===== src/rtl/eagen_pkg.sv =====
package eagen_pkg;

    typedef enum logic [2:0] {
        AM_IND     = 3'd0,
        AM_POSTINC = 3'd1,
        AM_PREDEC  = 3'd2,
        AM_RDISP   = 3'd3,
        AM_RIDX    = 3'd4,
        AM_GDISP   = 3'd5,
        AM_GIDX    = 3'd6,
        AM_PCDISP  = 3'd7
    } amode_t;

    typedef enum logic [1:0] {
        SZ_B  = 2'd0,
        SZ_W  = 2'd1,
        SZ_L  = 2'd2,
        SZ_LX = 2'd3
    } osize_t;

    typedef enum logic [1:0] {
        IX_ZERO = 2'd0,
        IX_SIGN = 2'd1,
        IX_TRAP = 2'd2,
        IX_NONE = 2'd3
    } iclass_t;

    typedef enum logic {
        ST_IDLE   = 1'b0,
        ST_RESULT = 1'b1
    } ostate_t;

    function automatic logic [1:0] size_shift(input osize_t s);
        logic [1:0] r;
        unique case (s)
            SZ_B:    r = 2'd0;
            SZ_W:    r = 2'd1;
            SZ_L:    r = 2'd2;
            SZ_LX:   r = 2'd2;
        endcase
        return r;
    endfunction

endpackage


===== src/rtl/ea_scaler.sv =====
module ea_scaler #(
    parameter int IN_W  = 4,
    parameter int OUT_W = 32
) (
    input  logic [IN_W-1:0]  disp,
    input  logic [1:0]       shamt,
    output logic [OUT_W-1:0] scaled
);
    localparam int PAD_W = OUT_W - IN_W;

    logic [OUT_W-1:0] widened;

    assign widened = {{PAD_W{1'b0}}, disp};

    always_comb begin
        unique case (shamt)
            2'd0:    scaled = widened;
            2'd1:    scaled = widened << 1;
            default: scaled = widened << 2;
        endcase
    end
endmodule


===== src/rtl/ea_imm_ext.sv =====
module ea_imm_ext #(
    parameter int IMM_W = 8,
    parameter int OUT_W = 32
) (
    input  logic [IMM_W-1:0] imm,
    input  logic [1:0]       cls,
    output logic [OUT_W-1:0] value
);
    import eagen_pkg::*;

    localparam int PAD_W = OUT_W - IMM_W;

    logic [OUT_W-1:0] zext;
    logic [OUT_W-1:0] sext;

    assign zext = {{PAD_W{1'b0}}, imm};
    assign sext = {{PAD_W{imm[IMM_W-1]}}, imm};

    always_comb begin
        unique case (iclass_t'(cls))
            IX_ZERO: value = zext;
            IX_SIGN: value = sext;
            IX_TRAP: value = zext << 2;
            IX_NONE: value = '0;
        endcase
    end
endmodule


===== src/rtl/ea_addr_core.sv =====
module ea_addr_core #(
    parameter int W       = 32,
    parameter int FIELD_W = 8,
    parameter int SHORT_W = 4
) (
    input  logic [2:0]         mode,
    input  logic [1:0]         size,
    input  logic [W-1:0]       rn,
    input  logic [W-1:0]       r0,
    input  logic [W-1:0]       gbr,
    input  logic [W-1:0]       pc,
    input  logic [FIELD_W-1:0] field,
    output logic [W-1:0]       ea,
    output logic               wb_en,
    output logic [W-1:0]       wb_val,
    output logic               misalign
);
    import eagen_pkg::*;

    logic [1:0]   shamt;
    logic [W-1:0] step;
    logic [W-1:0] disp_short;
    logic [W-1:0] disp_long;
    logic [W-1:0] pc_base;
    logic [W-1:0] rn_dec;

    assign shamt  = size_shift(osize_t'(size));
    assign step   = W'(1) << shamt;
    assign rn_dec = rn - step;

    ea_scaler #(.IN_W(SHORT_W), .OUT_W(W)) u_scale_short (
        .disp   (field[SHORT_W-1:0]),
        .shamt  (shamt),
        .scaled (disp_short)
    );

    ea_scaler #(.IN_W(FIELD_W), .OUT_W(W)) u_scale_long (
        .disp   (field),
        .shamt  (shamt),
        .scaled (disp_long)
    );

    assign pc_base = (shamt == 2'd2) ? {pc[W-1:2], 2'b00} : pc;

    always_comb begin
        wb_en  = 1'b0;
        wb_val = '0;
        unique case (amode_t'(mode))
            AM_IND:     ea = rn;
            AM_POSTINC: begin
                ea     = rn;
                wb_en  = 1'b1;
                wb_val = rn + step;
            end
            AM_PREDEC:  begin
                ea     = rn_dec;
                wb_en  = 1'b1;
                wb_val = rn_dec;
            end
            AM_RDISP:   ea = rn + disp_short;
            AM_RIDX:    ea = rn + r0;
            AM_GDISP:   ea = gbr + disp_long;
            AM_GIDX:    ea = gbr + r0;
            AM_PCDISP:  ea = pc_base + disp_long;
        endcase
    end

    always_comb begin
        unique case (shamt)
            2'd0:    misalign = 1'b0;
            2'd1:    misalign = ea[0];
            default: misalign = |ea[1:0];
        endcase
    end
endmodule


===== src/rtl/ea_gen_unit.sv =====
module ea_gen_unit #(
    parameter int ADDR_W  = 32,
    parameter int FIELD_W = 8
) (
    input  logic               clk,
    input  logic               rst_n,
    input  logic               req_valid,
    input  logic [2:0]         mode,
    input  logic [1:0]         size,
    input  logic [1:0]         imm_class,
    input  logic [ADDR_W-1:0]  rn,
    input  logic [ADDR_W-1:0]  r0,
    input  logic [ADDR_W-1:0]  gbr,
    input  logic [ADDR_W-1:0]  pc,
    input  logic [FIELD_W-1:0] field,
    output logic               out_valid,
    output logic [ADDR_W-1:0]  ea,
    output logic [ADDR_W-1:0]  imm_value,
    output logic               wb_en,
    output logic [ADDR_W-1:0]  wb_value,
    output logic               misalign
);
    import eagen_pkg::*;

    localparam int SHORT_W = 4;

    ostate_t state_q, state_d;

    logic [ADDR_W-1:0] ea_c, imm_c, wb_c;
    logic              wb_en_c, mis_c;
    logic [2:0]        mode_q;
    logic [1:0]        size_q;
    logic [1:0]        cls_q;

    ea_addr_core #(.W(ADDR_W), .FIELD_W(FIELD_W), .SHORT_W(SHORT_W)) u_core (
        .mode     (mode),
        .size     (size),
        .rn       (rn),
        .r0       (r0),
        .gbr      (gbr),
        .pc       (pc),
        .field    (field),
        .ea       (ea_c),
        .wb_en    (wb_en_c),
        .wb_val   (wb_c),
        .misalign (mis_c)
    );

    ea_imm_ext #(.IMM_W(FIELD_W), .OUT_W(ADDR_W)) u_imm (
        .imm   (field),
        .cls   (imm_class),
        .value (imm_c)
    );

    always_comb begin
        state_d = state_q;
        unique case (state_q)
            ST_IDLE:   if (req_valid)  state_d = ST_RESULT;
            ST_RESULT: if (!req_valid) state_d = ST_IDLE;
        endcase
    end

    always_ff @(posedge clk or negedge rst_n) begin
        if (!rst_n) state_q <= ST_IDLE;
        else        state_q <= state_d;
    end

    always_comb begin
        out_valid = (state_q == ST_RESULT);
    end

    always_ff @(posedge clk or negedge rst_n) begin
        if (!rst_n) begin
            ea        <= '0;
            imm_value <= '0;
            wb_en     <= 1'b0;
            wb_value  <= '0;
            misalign  <= 1'b0;
            mode_q    <= '0;
            size_q    <= '0;
            cls_q     <= '0;
        end else if (req_valid) begin
            ea        <= ea_c;
            imm_value <= imm_c;
            wb_en     <= wb_en_c;
            wb_value  <= wb_c;
            misalign  <= mis_c;
            mode_q    <= mode;
            size_q    <= size;
            cls_q     <= imm_class;
        end
    end

    assert_valid_follows_req_R2: assert property (@(posedge clk) disable iff (!rst_n)
        req_valid |=> out_valid);
    assert_idle_after_gap_R2: assert property (@(posedge clk) disable iff (!rst_n)
        !req_valid |=> (!out_valid && $stable(ea) && $stable(wb_value)));
    assert_postinc_addr_R4: assert property (@(posedge clk) disable iff (!rst_n)
        (req_valid && mode == 3'd1) |=> (ea == $past(rn)));
    assert_predec_wb_R5: assert property (@(posedge clk) disable iff (!rst_n)
        (out_valid && mode_q == 3'd2) |-> (wb_value == ea));
    assert_trap_low_bits_R11: assert property (@(posedge clk) disable iff (!rst_n)
        (out_valid && cls_q == 2'd2) |-> (imm_value[1:0] == 2'b00));
    assert_wb_modes_only_R12: assert property (@(posedge clk) disable iff (!rst_n)
        (out_valid && wb_en) |-> (mode_q == 3'd1 || mode_q == 3'd2));
    assert_byte_never_misaligned_R13: assert property (@(posedge clk) disable iff (!rst_n)
        (out_valid && size_q == 2'd0) |-> !misalign);
    assert_long_misalign_R13: assert property (@(posedge clk) disable iff (!rst_n)
        (out_valid && size_q[1] && ea[1:0] != 2'b00) |-> misalign);
endmodule


===== config.mk =====
export PLATFORM = sky130hd
export DESIGN_NAME = ea_gen_unit
export DESIGN_NICKNAME = d
export VERILOG_FILES = /design/src/rtl/eagen_pkg.sv /design/src/rtl/ea_scaler.sv /design/src/rtl/ea_imm_ext.sv /design/src/rtl/ea_addr_core.sv /design/src/rtl/ea_gen_unit.sv
export SDC_FILE = /design/constraint.sdc
export NUM_CORES = 1
export LEC_CHECK = 0
export ABC_CLOCK_PERIOD_IN_PS = 1400
export BUFFER_PORTS_ARGS = -buffer_cell sky130_fd_sc_hd__buf_2
export CORE_MARGIN = 10
export CORE_UTILIZATION = 40
export CTS_BUF_LIST = sky130_fd_sc_hd__clkbuf_4
export DETAILED_ROUTE_END_ITERATION = 6
export MAX_ROUTING_LAYER = met4
export PLACE_DENSITY_LB_ADDON = 0.12
export SLEW_MARGIN = 20
export SYNTH_ARGS = -nofsm -noshare
export SYNTH_HDL_FRONTEND = slang
export SYNTH_SLANG_ARGS = --single-unit

===== constraint.sdc =====
create_clock -name clk -period 1.4 [get_ports clk]
set_input_delay 0.28 -clock clk [delete_from_list [all_inputs] [get_ports clk]]
set_output_delay 0.28 -clock clk [all_outputs]
set_load 0.03 [all_outputs]

==> results.txt, run 1 <==
Worst path bufs/invs -> 3
Cell variety after synth -> 78
Maximum root-to-sink buffer count -> 2
Count of flip-flops with a built-in enable after synthesis -> 0
DIE AREA -> 0.0344 mm2
Register cell area after layout -> 0.00196 mm2
ANT nets after route -> 0
Row Count -> 60
Critical R2R Capture -> imm_value[30]
Final critical-path required period -> 2.82 ns
Critical path capture point type -> flop
Post-synth net total -> 1694
Weighted congestion reported at the end of routability-driven placement -> 1.04
Final-report hold violation count -> 0
Share of Yosys cell area claimed by the top area cell type -> 0.178
Worst Hold Endpoint -> imm_value[1]
Clock insertion delay at the later pin of the skew report -> 0.52 ns
Number of levels the H-tree was split into -> 3
Outcome -> finished with violations
Final-layout fill cell count -> 2108
Highest clock frequency the design can meet -> 354 MHz
Crit path cell chain -> buf_8 > nor2_4 > nand2_8 > buf_12 > mux2_4 > ha_4 > and2_4 > a221o_1 > o211ai_1 > buf_4 > o211ai_1 > a221oi_2 > xnor2_2 > a21oi_2 > a221oi_2
Width of the die -> 186 um
Post-layout nets -> 2427
# IOs -> 245
Total length of routed wires -> 60400 um
Top delay family on crit path -> compound AO/OA/AOI/OAI gates
Start point of the worst min-delay path -> imm_class[1]
Worst Clk Skew -> 0 ns
Seq/Total Area, Yosys -> 0.178
Total vias in the final route -> 15300
TritonCTS clock tree -> done
Buffers on Ports -> 244
Cell count of the worst hold path -> 3
Commonest cells after routing, fill and taps aside -> sky130_fd_sc_hd__buf_4, sky130_fd_sc_hd__buf_2, sky130_fd_sc_hd__buf_6
Max FO, Critical Path -> 7
First-pass detailed-route iteration total -> 5
Wire length per cell -> 23.6 um
Num CTS Buffers -> 9
Avg Vias per Cell -> 5.98
HPWL reported at the end of detailed placement -> 46200 um
Cell area after synthesis -> 0.0110 mm2
Worst endpoint required time -> 1.85 ns
Share of async-settable or async-resettable flops after synthesis -> 1.00
Mux share of post-synthesis cell area -> 0.0516
Leak Pwr -> 0.00900 uW
Mean cell area of the mapped netlist -> 7.39 um2
Xor and xnor fraction of the mapped netlist area -> 0.107
Kind of path behind the tightest hold check -> in2reg
Cell types with the largest area share after synthesis -> sky130_fd_sc_hd__dfrtp_1, sky130_fd_sc_hd__ha_1, sky130_fd_sc_hd__xnor2_1, sky130_fd_sc_hd__a21oi_1, sky130_fd_sc_hd__nor2_1
Antenna violations before repair -> 3
Startpoint-to-endpoint class of the critical path -> in2reg
Post-layout total power -> 12500 uW
Primary flip-flop cell chosen by synthesis mapping -> sky130_fd_sc_hd__dfrtp_1
Dominant combinational cell family by area after synthesis -> compound AO/OA/AOI/OAI gates
Maximum ir drop on the vdd rail -> 0.000321 V
Worst Path Arrival -> 3.27 ns
Cell type contributing the most total cell area after synthesis -> sky130_fd_sc_hd__dfrtp_1
Number of sinks on the clock net -> 78
Worst path max stage delay -> 0.35 ns
Total count of max-transition violations in the final report -> 0
Power density relative to cell area -> 630 mW/mm2
Placeable Area -> 0.0270 mm2
Congestion Overflow GR -> 0
Worst relative slew slack -> 0.606
R2r worst-path depth -> 4
Share of cells above drive strength 1 -> 0.532
Basic-gate share of the synthesized area counting and, or, nand and nor cells -> 0.233
Post-synthesis sequential element count -> 78
Initial DRC count -> 1710
Clock tree root buffer cell -> sky130_fd_sc_hd__clkbuf_4
Total of max-cap violations -> 0
Transition time at the pin with the least slew margin -> 0.586 ns
Reg clk slew, reported paths -> 0.17 ns
Total routing resource utilization after global routing -> 0.336
DRC Markers -> 0
Post-Synth Adder-Cell Area -> 0.0774
Pin count of the biggest net entering global routing -> 75
Standard cell with the maximum stage delay on the critical path -> sky130_fd_sc_hd__a221o_1
Violated checks -> negative setup slack
Post-synthesis instance total -> 1482
Cells after DPL -> 2465
RR Startpoint -> imm_value[30]
Fin crit share -> 2.02
Worst reg2reg setup slack -> 0.12 ns
Wire length of the first global-routing pass -> 86700 um
Number of standard cells in the layout, taps in and fillers out -> 2562
Initial Utilization -> 0.407
Logic depth of the worst path, buffers included -> 15
Via count of the first global-routing pass -> 14600
Layout overhead on the synthesized area -> 81.5%
Post-synthesis compound-gate area fraction -> 0.289
Warning count from the yosys run -> 0
Area taken by multi-input logic gates -> 0.0104 mm2
Unrepaired setup endpoints after global routing -> true
Most common cell after layout, fill and taps aside -> sky130_fd_sc_hd__buf_4
Final critical-path setup slack -> -1.42 ns
Startpoint type of the worst setup path -> input pin
Number of setup violations in the final report -> 102
Height of the chip -> 186 um
==> stage by stage <==
step	worst slack [ns]	area, um2	utilization	setup TNS [ns]	hold WS (ns)
2_1_floorplan	-1.79	11800	-	-76.05	-0.0156
3_3_place_gp	-2.36	16700	0.621	-102.70	0.155
3_5_place_dp	-2.28	16700	0.621	-104.47	0.157
4_1_cts	-1.40	18700	0.695	-65.13	0.0659
5_1_grt	-1.53	19900	0.738	-72.49	0.0635
6_report	-1.42	19900	0.738	-68.14	0.0621
==> tightest hold or removal path, delay by kind of cell <==
family                 cells  cell delay (ns)
and+or+nand+nor            1             0.10
buffers and inverters      1             0.11
AOI/OAI and AO/OA          1             0.07
==> what timing repair did <==
item / in CTS / in global routing
hold buffers: 1 / 0
setup buffers: 41 / 53
resized for setup: 326 / 254
hold endpoints to repair: 78 / 0
pin swaps: 102 / 101
cloned: 3 / 1
endpoints found under the setup margin: 108 / 152
==> flip-flops by register name, indices dropped and copies added (netlist names) <==
| signal | flops |
|---|---|
| imm_value | 11 |
| wb_value | 32 |
| ea | 32 |
| wb_en | 1 |
| out_valid | 1 |
| misalign | 1 |
==> report_power, final <==
part / internal (uW) / switching [uW] / leakage (uW)
sequential: 2530 / 282 / 0.000943
clock: 405 / 1060 / 0.0000734
combinational: 3880 / 4370 / 0.00799
==> synth_stat cells (36+ instances only) <==
library cell	instances
sky130_fd_sc_hd__nor3_1	41
sky130_fd_sc_hd__a21oi_1	118
sky130_fd_sc_hd__nand3_1	42
sky130_fd_sc_hd__mux2_2	36
sky130_fd_sc_hd__clkbuf_1	87
sky130_fd_sc_hd__nand2_1	113
sky130_fd_sc_hd__o21ai_0	92
sky130_fd_sc_hd__ha_1	63
sky130_fd_sc_hd__nor2_1	140
sky130_fd_sc_hd__inv_1	43
sky130_fd_sc_hd__xnor2_1	88
sky130_fd_sc_hd__dfrtp_1	78
sky130_fd_sc_hd__xor2_1	46
==> worst max path at each step <==
stage          slack [ns]  endpoint  startpoint
4_1_cts             -1.40    ea[15]     mode[0]
6_report            -1.42    ea[15]     mode[0]
3_3_place_gp        -2.36    ea[28]     size[0]
2_1_floorplan       -1.79     ea[7]     mode[2]
3_5_place_dp        -2.28    ea[28]     size[0]
5_1_grt             -1.53     ea[7]     mode[0]
==> layout make-up <==
cell class | instances | share of cell area
Clock inverter | 7 | 0.00321
Inverter | 43 | 0.00849
Timing Repair Buffer | 841 | 0.342
Multi-Input combinational cell | 1242 | 0.523
Sequential cell | 78 | 0.0984
Tap cell | 341 | 0.0215
Clock buffer | 9 | 0.00340
Antenna cell | 1 | 0.000126
==> cells by family (layout without fill, tap and decap cells) <==
family                   after synthesis  after routing
AO/OA/AOI/OAI                        474            474
XOR/XNOR                             134            134
adder cells (fa/ha/maj)               66             66
buffers and inverters                162            900
flip-flops                            78             78
multiplexers                          52             52
other                                  2              3
AND/OR/NAND/NOR                      514            514
==> routing by layer <==
metal / global-route usage / vias to the layer above / wire, um
met5: - / - / 0
met4: 0.0881 / 0 / 1680
met3: 0.0468 / 125 / 5510
met2: 0.494 / 868 / 26800
met1: 0.471 / 7387 / 26300
li1: - / 6943 / -
(Power assumes the default switching activity.)
==> inputs of run 2 (changes only) <==
- ABC_AREA: unset -> 1
==> run 2 against run 1 <==
Compared with the run above:
- the run ends with design-rule violations, negative setup slack left
- global-route usage grew 2.3 points
- power up 0.34%
- critical path depth up 6
- register-to-register slack better by 0.45 ns
- area after synthesis grew 6.7%
- clock power up 27%
- critical path type unchanged
- critical endpoint is now ea[23]
==> results.txt, run 2 <==
Worst relative slew slack -> 0.610 (was 0.606)
Clock insertion delay at the later pin of the skew report -> 0.52 ns (about the same)
HPWL reported at the end of detailed placement -> 54300 um (was 46200 um)
Final-report hold violation count -> 0 (unchanged)
Seq/Total Area, Yosys -> 0.167 (was 0.178)
Startpoint type of the worst setup path -> input pin (unchanged)
Pin count of the biggest net entering global routing -> 38 (was 75)
Final critical-path setup slack -> -1.13 ns (was -1.42 ns)
Critical Path Sink -> ea[23] (was ea[15])
Crit path cell chain -> buf_6 > inv_12 > nand2_4 > nor2_4 > buf_12 > buf_12 > o21ai_0 > ha_1 > buf_4 > nand2_1 > nor4_4 > nand3_2 > nand3_2 > nand2_1 > nand3_1 > nand3_1 > nor2_2 > buf_4 > nand2_1 > nand2_1 > nand2_1 (was buf_8 > nor2_4 > nand2_8 > buf_12 > mux2_4 > ha_4 > and2_4 > a221o_1 > o211ai_1 > buf_4 > o211ai_1 > a221oi_2 > xnor2_2 > a21oi_2 > a221oi_2)
Avg Vias per Cell -> 5.55 (was 5.98)
Post-synth net total -> 2266 (was 1694)
ANT nets after route -> 0 (unchanged)
CP Launch Point -> mode[0] (unchanged)
Clock tree root buffer cell -> sky130_fd_sc_hd__clkbuf_4 (unchanged)
Leak Pwr -> 0.0102 uW (was 0.00900 uW)
Cell types with the largest area share after synthesis -> sky130_fd_sc_hd__nand2_1, sky130_fd_sc_hd__dfrtp_1, sky130_fd_sc_hd__nand3_1, sky130_fd_sc_hd__o21ai_0, sky130_fd_sc_hd__inv_1 (was sky130_fd_sc_hd__dfrtp_1, sky130_fd_sc_hd__ha_1, sky130_fd_sc_hd__xnor2_1, sky130_fd_sc_hd__a21oi_1, sky130_fd_sc_hd__nor2_1)
Cell type with the highest occurrence count on the critical path -> sky130_fd_sc_hd__nand2_1
Max FO, Critical Path -> 17 (was 7)
Sw Share -> 0.469 (was 0.456)
Final-layout fill cell count -> 2526 (was 2108)
Row Count -> 62 (was 60)
Total of max-cap violations -> 0 (unchanged)
Logic depth of the worst path, buffers included -> 21 (was 15)
Startpoint-to-endpoint class of the critical path -> in2reg (unchanged)
Cell variety after synth -> 57 (was 78)
Standard cell with the maximum stage delay on the critical path -> sky130_fd_sc_hd__nor4_4 (was sky130_fd_sc_hd__a221o_1)
Total count of max-transition violations in the final report -> 0 (unchanged)
Power Internal -> 6680 uW (was 6810 uW)
Worst Path Arrival -> 2.98 ns (was 3.27 ns)
Commonest cells after routing, fill and taps aside -> sky130_fd_sc_hd__buf_4, sky130_fd_sc_hd__nand2_1, sky130_fd_sc_hd__inv_1 (was sky130_fd_sc_hd__buf_4, sky130_fd_sc_hd__buf_2, sky130_fd_sc_hd__buf_6)
Biggest regs -> ea x32, wb_value x32, imm_value x11 (unchanged)
Cell type contributing the most total cell area after synthesis -> sky130_fd_sc_hd__nand2_1 (was sky130_fd_sc_hd__dfrtp_1)
Buffers on Ports -> 244 (unchanged)
Final critical-path required period -> 2.53 ns (was 2.82 ns)
Fin crit share -> 1.81 (was 2.02)
Outcome -> finished with violations (unchanged)
Transition time at the pin with the least slew margin -> 0.579 ns (was 0.586 ns)
Clk network pwr share -> 0.148 (was 0.117)
Top delay family on crit path -> simple AND/OR/NAND/NOR gates (was compound AO/OA/AOI/OAI gates)
DIE AREA -> 0.0365 mm2 (was 0.0344 mm2)
Reg clk slew, reported paths -> 0.16 ns (was 0.17 ns)
DRC Markers -> 2 (was 0)
Congestion Overflow GR -> 0 (unchanged)
Register cell area after layout -> 0.00196 mm2 (about the same)
Wire length of the first global-routing pass -> 98700 um (was 86700 um)
R2r worst-path depth -> 2 (was 4)
Total vias in the final route -> 18300 (was 15300)
Post-layout nets -> 3109 (was 2427)
# IOs -> 245 (unchanged)
Placeable Area -> 0.0288 mm2 (was 0.0270 mm2)
Count of flip-flops with a built-in enable after synthesis -> 0 (unchanged)
Top-count cell post-synth -> sky130_fd_sc_hd__nand2_1 (was sky130_fd_sc_hd__nor2_1)
Critical R2R Capture -> wb_value[16] (was imm_value[30])
Post-synthesis sequential element count -> 78 (unchanged)
Violated checks -> design-rule violations, negative setup slack (was negative setup slack)
Post-synthesis instance total -> 2054 (was 1482)
Height of the chip -> 191 um (was 186 um)
Initial Utilization -> 0.406 (was 0.407)
Top cells by instance count after synthesis -> sky130_fd_sc_hd__nand2_1, sky130_fd_sc_hd__inv_1, sky130_fd_sc_hd__nand3_1 (was sky130_fd_sc_hd__nor2_1, sky130_fd_sc_hd__a21oi_1, sky130_fd_sc_hd__nand2_1)
Mean cell area of the mapped netlist -> 5.69 um2 (was 7.39 um2)
Worst endpoint required time -> 1.85 ns (about the same)
Reg power frac -> 0.222 (was 0.224)
Maximum root-to-sink buffer count -> 2 (unchanged)
Most common cell after layout, fill and taps aside -> sky130_fd_sc_hd__buf_4 (unchanged)
Initial DRC count -> 1814 (was 1710)
Worst path max stage delay -> 0.36 ns (was 0.35 ns)
Wire length per cell -> 20.1 um (was 23.6 um)
RR Startpoint -> wb_value[16] (was imm_value[30])
Worst Clk Skew -> 0 ns (unchanged)
Worst reg2reg setup slack -> 0.57 ns (was 0.12 ns)
Number of standard cells in the layout, taps in and fillers out -> 3290 (was 2562)
Highest clock frequency the design can meet -> 395 MHz (was 354 MHz)
First-pass detailed-route iteration total -> 7 (was 5)
Maximum ir drop on the vdd rail -> 0.000551 V (was 0.000321 V)
Primary flip-flop cell chosen by synthesis mapping -> sky130_fd_sc_hd__dfrtp_1 (unchanged)
Logic pwr share -> 0.630 (was 0.659)
Critical path capture point type -> flop (unchanged)
Share of cells above drive strength 1 -> 0.452 (was 0.532)
Antenna violations before repair -> 2 (was 3)
Post-layout total power -> 12600 uW (was 12500 uW)
Worst path bufs/invs -> 6 (was 3)
Number of levels the H-tree was split into -> 3 (unchanged)
Via count of the first global-routing pass -> 17500 (was 14600)
Number of sinks on the clock net -> 78 (unchanged)
Layout overhead on the synthesized area -> 74.2% (was 81.5%)
Unrepaired setup endpoints after global routing -> true (unchanged)
Total routing resource utilization after global routing -> 0.359 (was 0.336)
TritonCTS clock tree -> done (unchanged)
Width of the die -> 191 um (was 186 um)
Final-layout setup total negative slack -> -52.19 ns (was -68.14 ns)
Share of async-settable or async-resettable flops after synthesis -> 1.00 (unchanged)
Power spent charging and discharging nets -> 5900 uW (was 5710 uW)
Num CTS Buffers -> 9 (unchanged)
Power density relative to cell area -> 617 mW/mm2 (was 630 mW/mm2)
Number of setup violations in the final report -> 137 (was 102)
Start point of the worst min-delay path -> imm_class[0] (was imm_class[1])
Kind of path behind the tightest hold check -> in2reg (unchanged)
Cell area after synthesis -> 0.0117 mm2 (was 0.0110 mm2)
Share of Yosys cell area claimed by the top area cell type -> 0.169 (was 0.178)
Area taken by multi-input logic gates -> 0.00997 mm2 (was 0.0104 mm2)
Cells after DPL -> 3231 (was 2465)
Warning count from the yosys run -> 0 (unchanged)
Total length of routed wires -> 66200 um (was 60400 um)
Weighted congestion reported at the end of routability-driven placement -> 1.07 (was 1.04)
run 2: power groups by stage:
stage / clock network [uW] / logic [uW] / registers, uW
after floorplan: 0 / 2800 / 3240
after global placement: 0 / 6710 / 2770
after detailed placement: 0 / 6790 / 2780
after CTS: 1850 / 7460 / 2760
after global routing: 1950 / 8420 / 2800
final: 1860 / 7920 / 2790
run 2: cells by family after synthesis:
logic type,count (synthesis),share of synthesized area
DFF,78,0.167
other,2,0.000642
AOI/OAI and AO/OA,422,0.197
xor gates and xnor gates,7,0.00524
buffers and inverters,318,0.112
adders and majority gates,66,0.0725
and+or+nand+nor,1161,0.446
run 2: area by class of cell:
cell class / count / area share
inverters: 235 / 0.0455
clock buffers: 9 / 0.00332
flip-flops and latches: 78 / 0.0963
repair buffers: 914 / 0.336
clock inverters: 7 / 0.00516
diodes: 4 / 0.000491
well taps: 384 / 0.0236
repair inverters: 1 / 0.000430
multi-input cells: 1658 / 0.489
run 2: worst min-delay path by stage:
stage,end,cells after the start,slack (ns)
final,imm_value[30],3,0.07
after global routing,misalign,3,0.09
after CTS,imm_value[7],3,0.05
after detailed placement,ea[3],1,0.19
after global placement,ea[3],1,0.19
after floorplan,ea[0],0,-0.02
run 2: layer usage:
metal  global-route usage  wire length, um
met5                    -                0
met2                0.555            29400
met3               0.0647             7430
met4                0.113             2200
met1                0.465            27200
run 2: worst register-to-register path, cell delays in order, from the launching register on:
cell	delay, ns
sky130_fd_sc_hd__dfrtp_1	0.47
sky130_fd_sc_hd__nor2_1	0.21
sky130_fd_sc_hd__a31oi_4	0.05
run 2: metrics by stage:
step	utilization	cell area, um2	hold WS [ns]	setup WS, ns
floorplan	-	12000	-0.0156	-1.10
global placement	0.633	18200	0.185	-1.83
detailed placement	0.633	18200	0.188	-1.85
CTS	0.688	19800	0.0540	-1.06
global route	0.708	20400	0.0861	-1.28
finish	0.708	20400	0.0689	-1.13
run 2: what timing repair did:
action / in CTS / in global routing
endpoints found under the hold margin: 78 / 0
cloned: 2 / 0
buffers inserted: 36 / 13
pin swaps: 90 / 53
gates resized for setup: 339 / 134
endpoints found under the setup margin: 161 / 162
hold buffers: 1 / 0
==> inputs of run 3 (changes only) <==
- CORE_ASPECT_RATIO: unset -> 1.25
==> run 3 against run 2 <==
Compared with the run above:
- the flow finishes with violations (negative setup slack)
- clock skew is the same
- routed wire length grew 31%
- register-to-register slack worse by 0.28 ns
- power increased by 16%
- design area up 15%
- maximum frequency shrank 12%
- largest cell class unchanged
- highest routed layer unchanged
==> results.txt, run 3 (synthesis results as in run 2) <==
Worst path max stage delay -> 0.44 ns (was 0.36 ns)
DIE AREA -> 0.0365 mm2 (about the same)
Worst relative slew slack -> 0.642 (was 0.610)
Layer with the highest usage after global routing -> met2 (unchanged)
# IOs -> 245 (unchanged)
Placeable Area -> 0.0287 mm2 (was 0.0288 mm2)
DRC Markers -> 0 (was 2)
Final-report hold violation count -> 0 (unchanged)
Critical R2R Capture -> imm_value[30] (was wb_value[16])
Crit path cell chain -> buf_12 > inv_12 > nand2_8 > nor2_4 > buf_12 > buf_12 > o21ai_1 > ha_1 > a21oi_2 > nor2_1 > nor2_2 > nand2_4 > nand3_4 > nand3_4 > buf_6 > a21o_1 > or2_4 > nand3_4 > nand2_2 > nand2_2 > nand2_2 (was buf_6 > inv_12 > nand2_4 > nor2_4 > buf_12 > buf_12 > o21ai_0 > ha_1 > buf_4 > nand2_1 > nor4_4 > nand3_2 > nand3_2 > nand2_1 > nand3_1 > nand3_1 > nor2_2 > buf_4 > nand2_1 > nand2_1 > nand2_1)
Power density relative to cell area -> 623 mW/mm2 (was 617 mW/mm2)
Power Internal -> 7320 uW (was 6680 uW)
Total length of routed wires -> 86900 um (was 66200 um)
TritonCTS clock tree -> done (unchanged)
Leak Pwr -> 0.0112 uW (was 0.0102 uW)
Congestion Overflow GR -> 0 (unchanged)
Fin crit share -> 2.05 (was 1.81)
Clock insertion delay at the later pin of the skew report -> 0.51 ns (was 0.52 ns)
Met3 Usage GRT -> 0.0651 (was 0.0647)
Total vias in the final route -> 20700 (was 18300)
CP Launch Point -> mode[0] (unchanged)
Number of sinks on the clock net -> 78 (unchanged)
Kind of path behind the tightest hold check -> in2reg (unchanged)
Width of the die -> 173 um (was 191 um)
First-pass detailed-route iteration total -> 7 (unchanged)
Total of max-cap violations -> 0 (unchanged)
Initial DRC count -> 2807 (was 1814)
Post-layout total power -> 14600 uW (was 12600 uW)
Highest clock frequency the design can meet -> 349 MHz (was 395 MHz)
Wire length per cell -> 25.9 um (was 20.1 um)
Final-layout fill cell count -> 1769 (was 2526)
Worst Path Arrival -> 3.29 ns (was 2.98 ns)
Critical path capture point type -> flop (unchanged)
Power spent charging and discharging nets -> 7300 uW (was 5900 uW)
Clock tree root buffer cell -> sky130_fd_sc_hd__clkbuf_4 (unchanged)
Unrepaired setup endpoints after global routing -> true (unchanged)
Logic depth of the worst path, buffers included -> 21 (unchanged)
Via count of the first global-routing pass -> 18800 (was 17500)
Total routing resource utilization after global routing -> 0.394 (was 0.359)
Critical Path Sink -> ea[27] (was ea[23])
Wire length of the first global-routing pass -> 109000 um (was 98700 um)
ANT nets after route -> 0 (unchanged)
Num CTS Buffers -> 9 (unchanged)
Height of the chip -> 211 um (was 191 um)
Startpoint type of the worst setup path -> input pin (unchanged)
HPWL reported at the end of detailed placement -> 56600 um (was 54300 um)
Biggest regs -> ea x32, wb_value x32, imm_value x11 (unchanged)
Max FO, Critical Path -> 11 (was 17)
Weighted congestion reported at the end of routability-driven placement -> 1.09 (was 1.07)
Clk network pwr share -> 0.098 (was 0.148)
Worst endpoint required time -> 1.83 ns (was 1.85 ns)
Row Count -> 69 (was 62)
Reg power frac -> 0.190 (was 0.222)
Setup Slack @ Placement -> -2.09 ns (was -1.85 ns)
Area taken by multi-input logic gates -> 0.0119 mm2 (was 0.00997 mm2)
Buffers on Ports -> 244 (unchanged)
Met2 usage in global routing -> 0.633 (was 0.555)
R2r worst-path depth -> 5 (was 2)
Worst reg2reg setup slack -> 0.29 ns (was 0.57 ns)
Most common cell after layout, fill and taps aside -> sky130_fd_sc_hd__buf_4 (unchanged)
Post-layout nets -> 3174 (was 3109)
RR Startpoint -> imm_value[30] (was wb_value[16])
Logic pwr share -> 0.712 (was 0.630)
Worst Clk Skew -> 0 ns (unchanged)
Share of cells above drive strength 1 -> 0.547 (was 0.452)
Final critical-path required period -> 2.87 ns (was 2.53 ns)
Global-route met1 utilization -> 0.427 (was 0.465)
Number of setup violations in the final report -> 125 (was 137)
Layout overhead on the synthesized area -> 101% (was 74.2%)
Final critical-path setup slack -> -1.47 ns (was -1.13 ns)
Commonest cells after routing, fill and taps aside -> sky130_fd_sc_hd__buf_4, sky130_fd_sc_hd__nand2_1, sky130_fd_sc_hd__inv_1 (unchanged)
Total count of max-transition violations in the final report -> 0 (unchanged)
Initial Utilization -> 0.408 (was 0.406)
Register cell area after layout -> 0.00196 mm2 (unchanged)
Maximum root-to-sink buffer count -> 2 (unchanged)
Number of levels the H-tree was split into -> 3 (unchanged)
Reg clk slew, reported paths -> 0.15 ns (was 0.16 ns)
Top delay family on crit path -> simple AND/OR/NAND/NOR gates (unchanged)
Outcome -> finished with violations (unchanged)
Avg Vias per Cell -> 6.17 (was 5.55)
Violated checks -> negative setup slack (was design-rule violations, negative setup slack)
Pin count of the biggest net entering global routing -> 39 (was 38)
Transition time at the pin with the least slew margin -> 0.533 ns (was 0.579 ns)
Maximum ir drop on the vdd rail -> 0.000396 V (was 0.000551 V)
Standard cell with the maximum stage delay on the critical path -> sky130_fd_sc_hd__o21ai_1 (was sky130_fd_sc_hd__nor4_4)
Worst path bufs/invs -> 5 (was 6)
Sw Share -> 0.499 (was 0.469)
Antenna violations before repair -> 1 (was 2)
Startpoint-to-endpoint class of the critical path -> in2reg (unchanged)
-- run 3: changes by cell type in the layout (fill, tap and decap cells not counted), moves of 31 or more --
| cell | before | now |
|---|---|---|
| sky130_fd_sc_hd__buf_6 | 67 | 135 |
| sky130_fd_sc_hd__nand2_1 | 463 | 399 |
| sky130_fd_sc_hd__nand2_4 | 23 | 64 |
| sky130_fd_sc_hd__buf_2 | 211 | 174 |
| sky130_fd_sc_hd__o21ai_0 | 103 | 66 |
| sky130_fd_sc_hd__nand3_1 | 175 | 142 |
| sky130_fd_sc_hd__ha_4 | 16 | 48 |
| sky130_fd_sc_hd__ha_1 | 45 | 14 |
-- run 3: repair_timing --
action,4_1_cts,5_1_grt
setup endpoints to repair,120,132
hold buffers,1,0
hold endpoints to repair,78,0
pin swaps,190,218
setup buffers,71,85
gates resized for setup,549,541
gates cloned,7,3
-- run 3: worst min-delay path, stage by stage --
cell	delay, ns
sky130_fd_sc_hd__buf_2	0.11
sky130_fd_sc_hd__nand3_1	0.15
sky130_fd_sc_hd__nand2_1	0.07
-- run 3: per-layer routing --
layer	up-vias	share of wire
li1	8728	-
met1	9582	0.33
met2	1770	0.44
met3	645	0.11
met4	0	0.12
met5	-	0
-- run 3: final cells by class --
class,count,area share
antenna,2,0.000213
clock buffer,9,0.00288
clock inverter,7,0.00176
inverter,235,0.0401
multi-input combinational,1658,0.508
sequential,78,0.0836
tap,390,0.0208
timing repair buffer,980,0.342
-- run 3: how the worst min path moves through the flow --
stage / startpoint / to / slack (ns) / cells past startpoint
after CTS: imm_class[0] / imm_value[30] / 0.08 / 3
after floorplan: rst_n / ea[0] / -0.02 / 0
after global placement: rst_n / imm_value[4] / 0.18 / 1
after global routing: imm_class[0] / imm_value[30] / 0.12 / 3
final: imm_class[0] / imm_value[30] / 0.12 / 3
after detailed placement: rst_n / imm_value[5] / 0.18 / 1
-- run 3: power groups by stage --
stage	Combinational [uW]	Clock (uW)	Sequential, uW
floorplan	2800	0	3240
global placement	6640	0	2740
detailed placement	6700	0	2740
CTS	8160	1360	2720
global route	10700	1470	2780
finish	10400	1430	2780
-- run 3: stage by stage --
| stage | TNS, ns | util | cells | cell area [um2] | hold WS (ns) |
|---|---|---|---|---|---|
| CTS | -52.54 | 0.727 | 3286 | 20800 | 0.0751 |
| global placement | -91.96 | 0.624 | 3195 | 17900 | 0.181 |
| floorplan | -46.62 | - | 2054 | 12000 | -0.0156 |
| global route | -73.71 | 0.819 | 3358 | 23500 | 0.123 |
| finish | -69.53 | 0.819 | 3359 | 23500 | 0.123 |
| detailed placement | -93.66 | 0.624 | 3195 | 17900 | 0.183 |
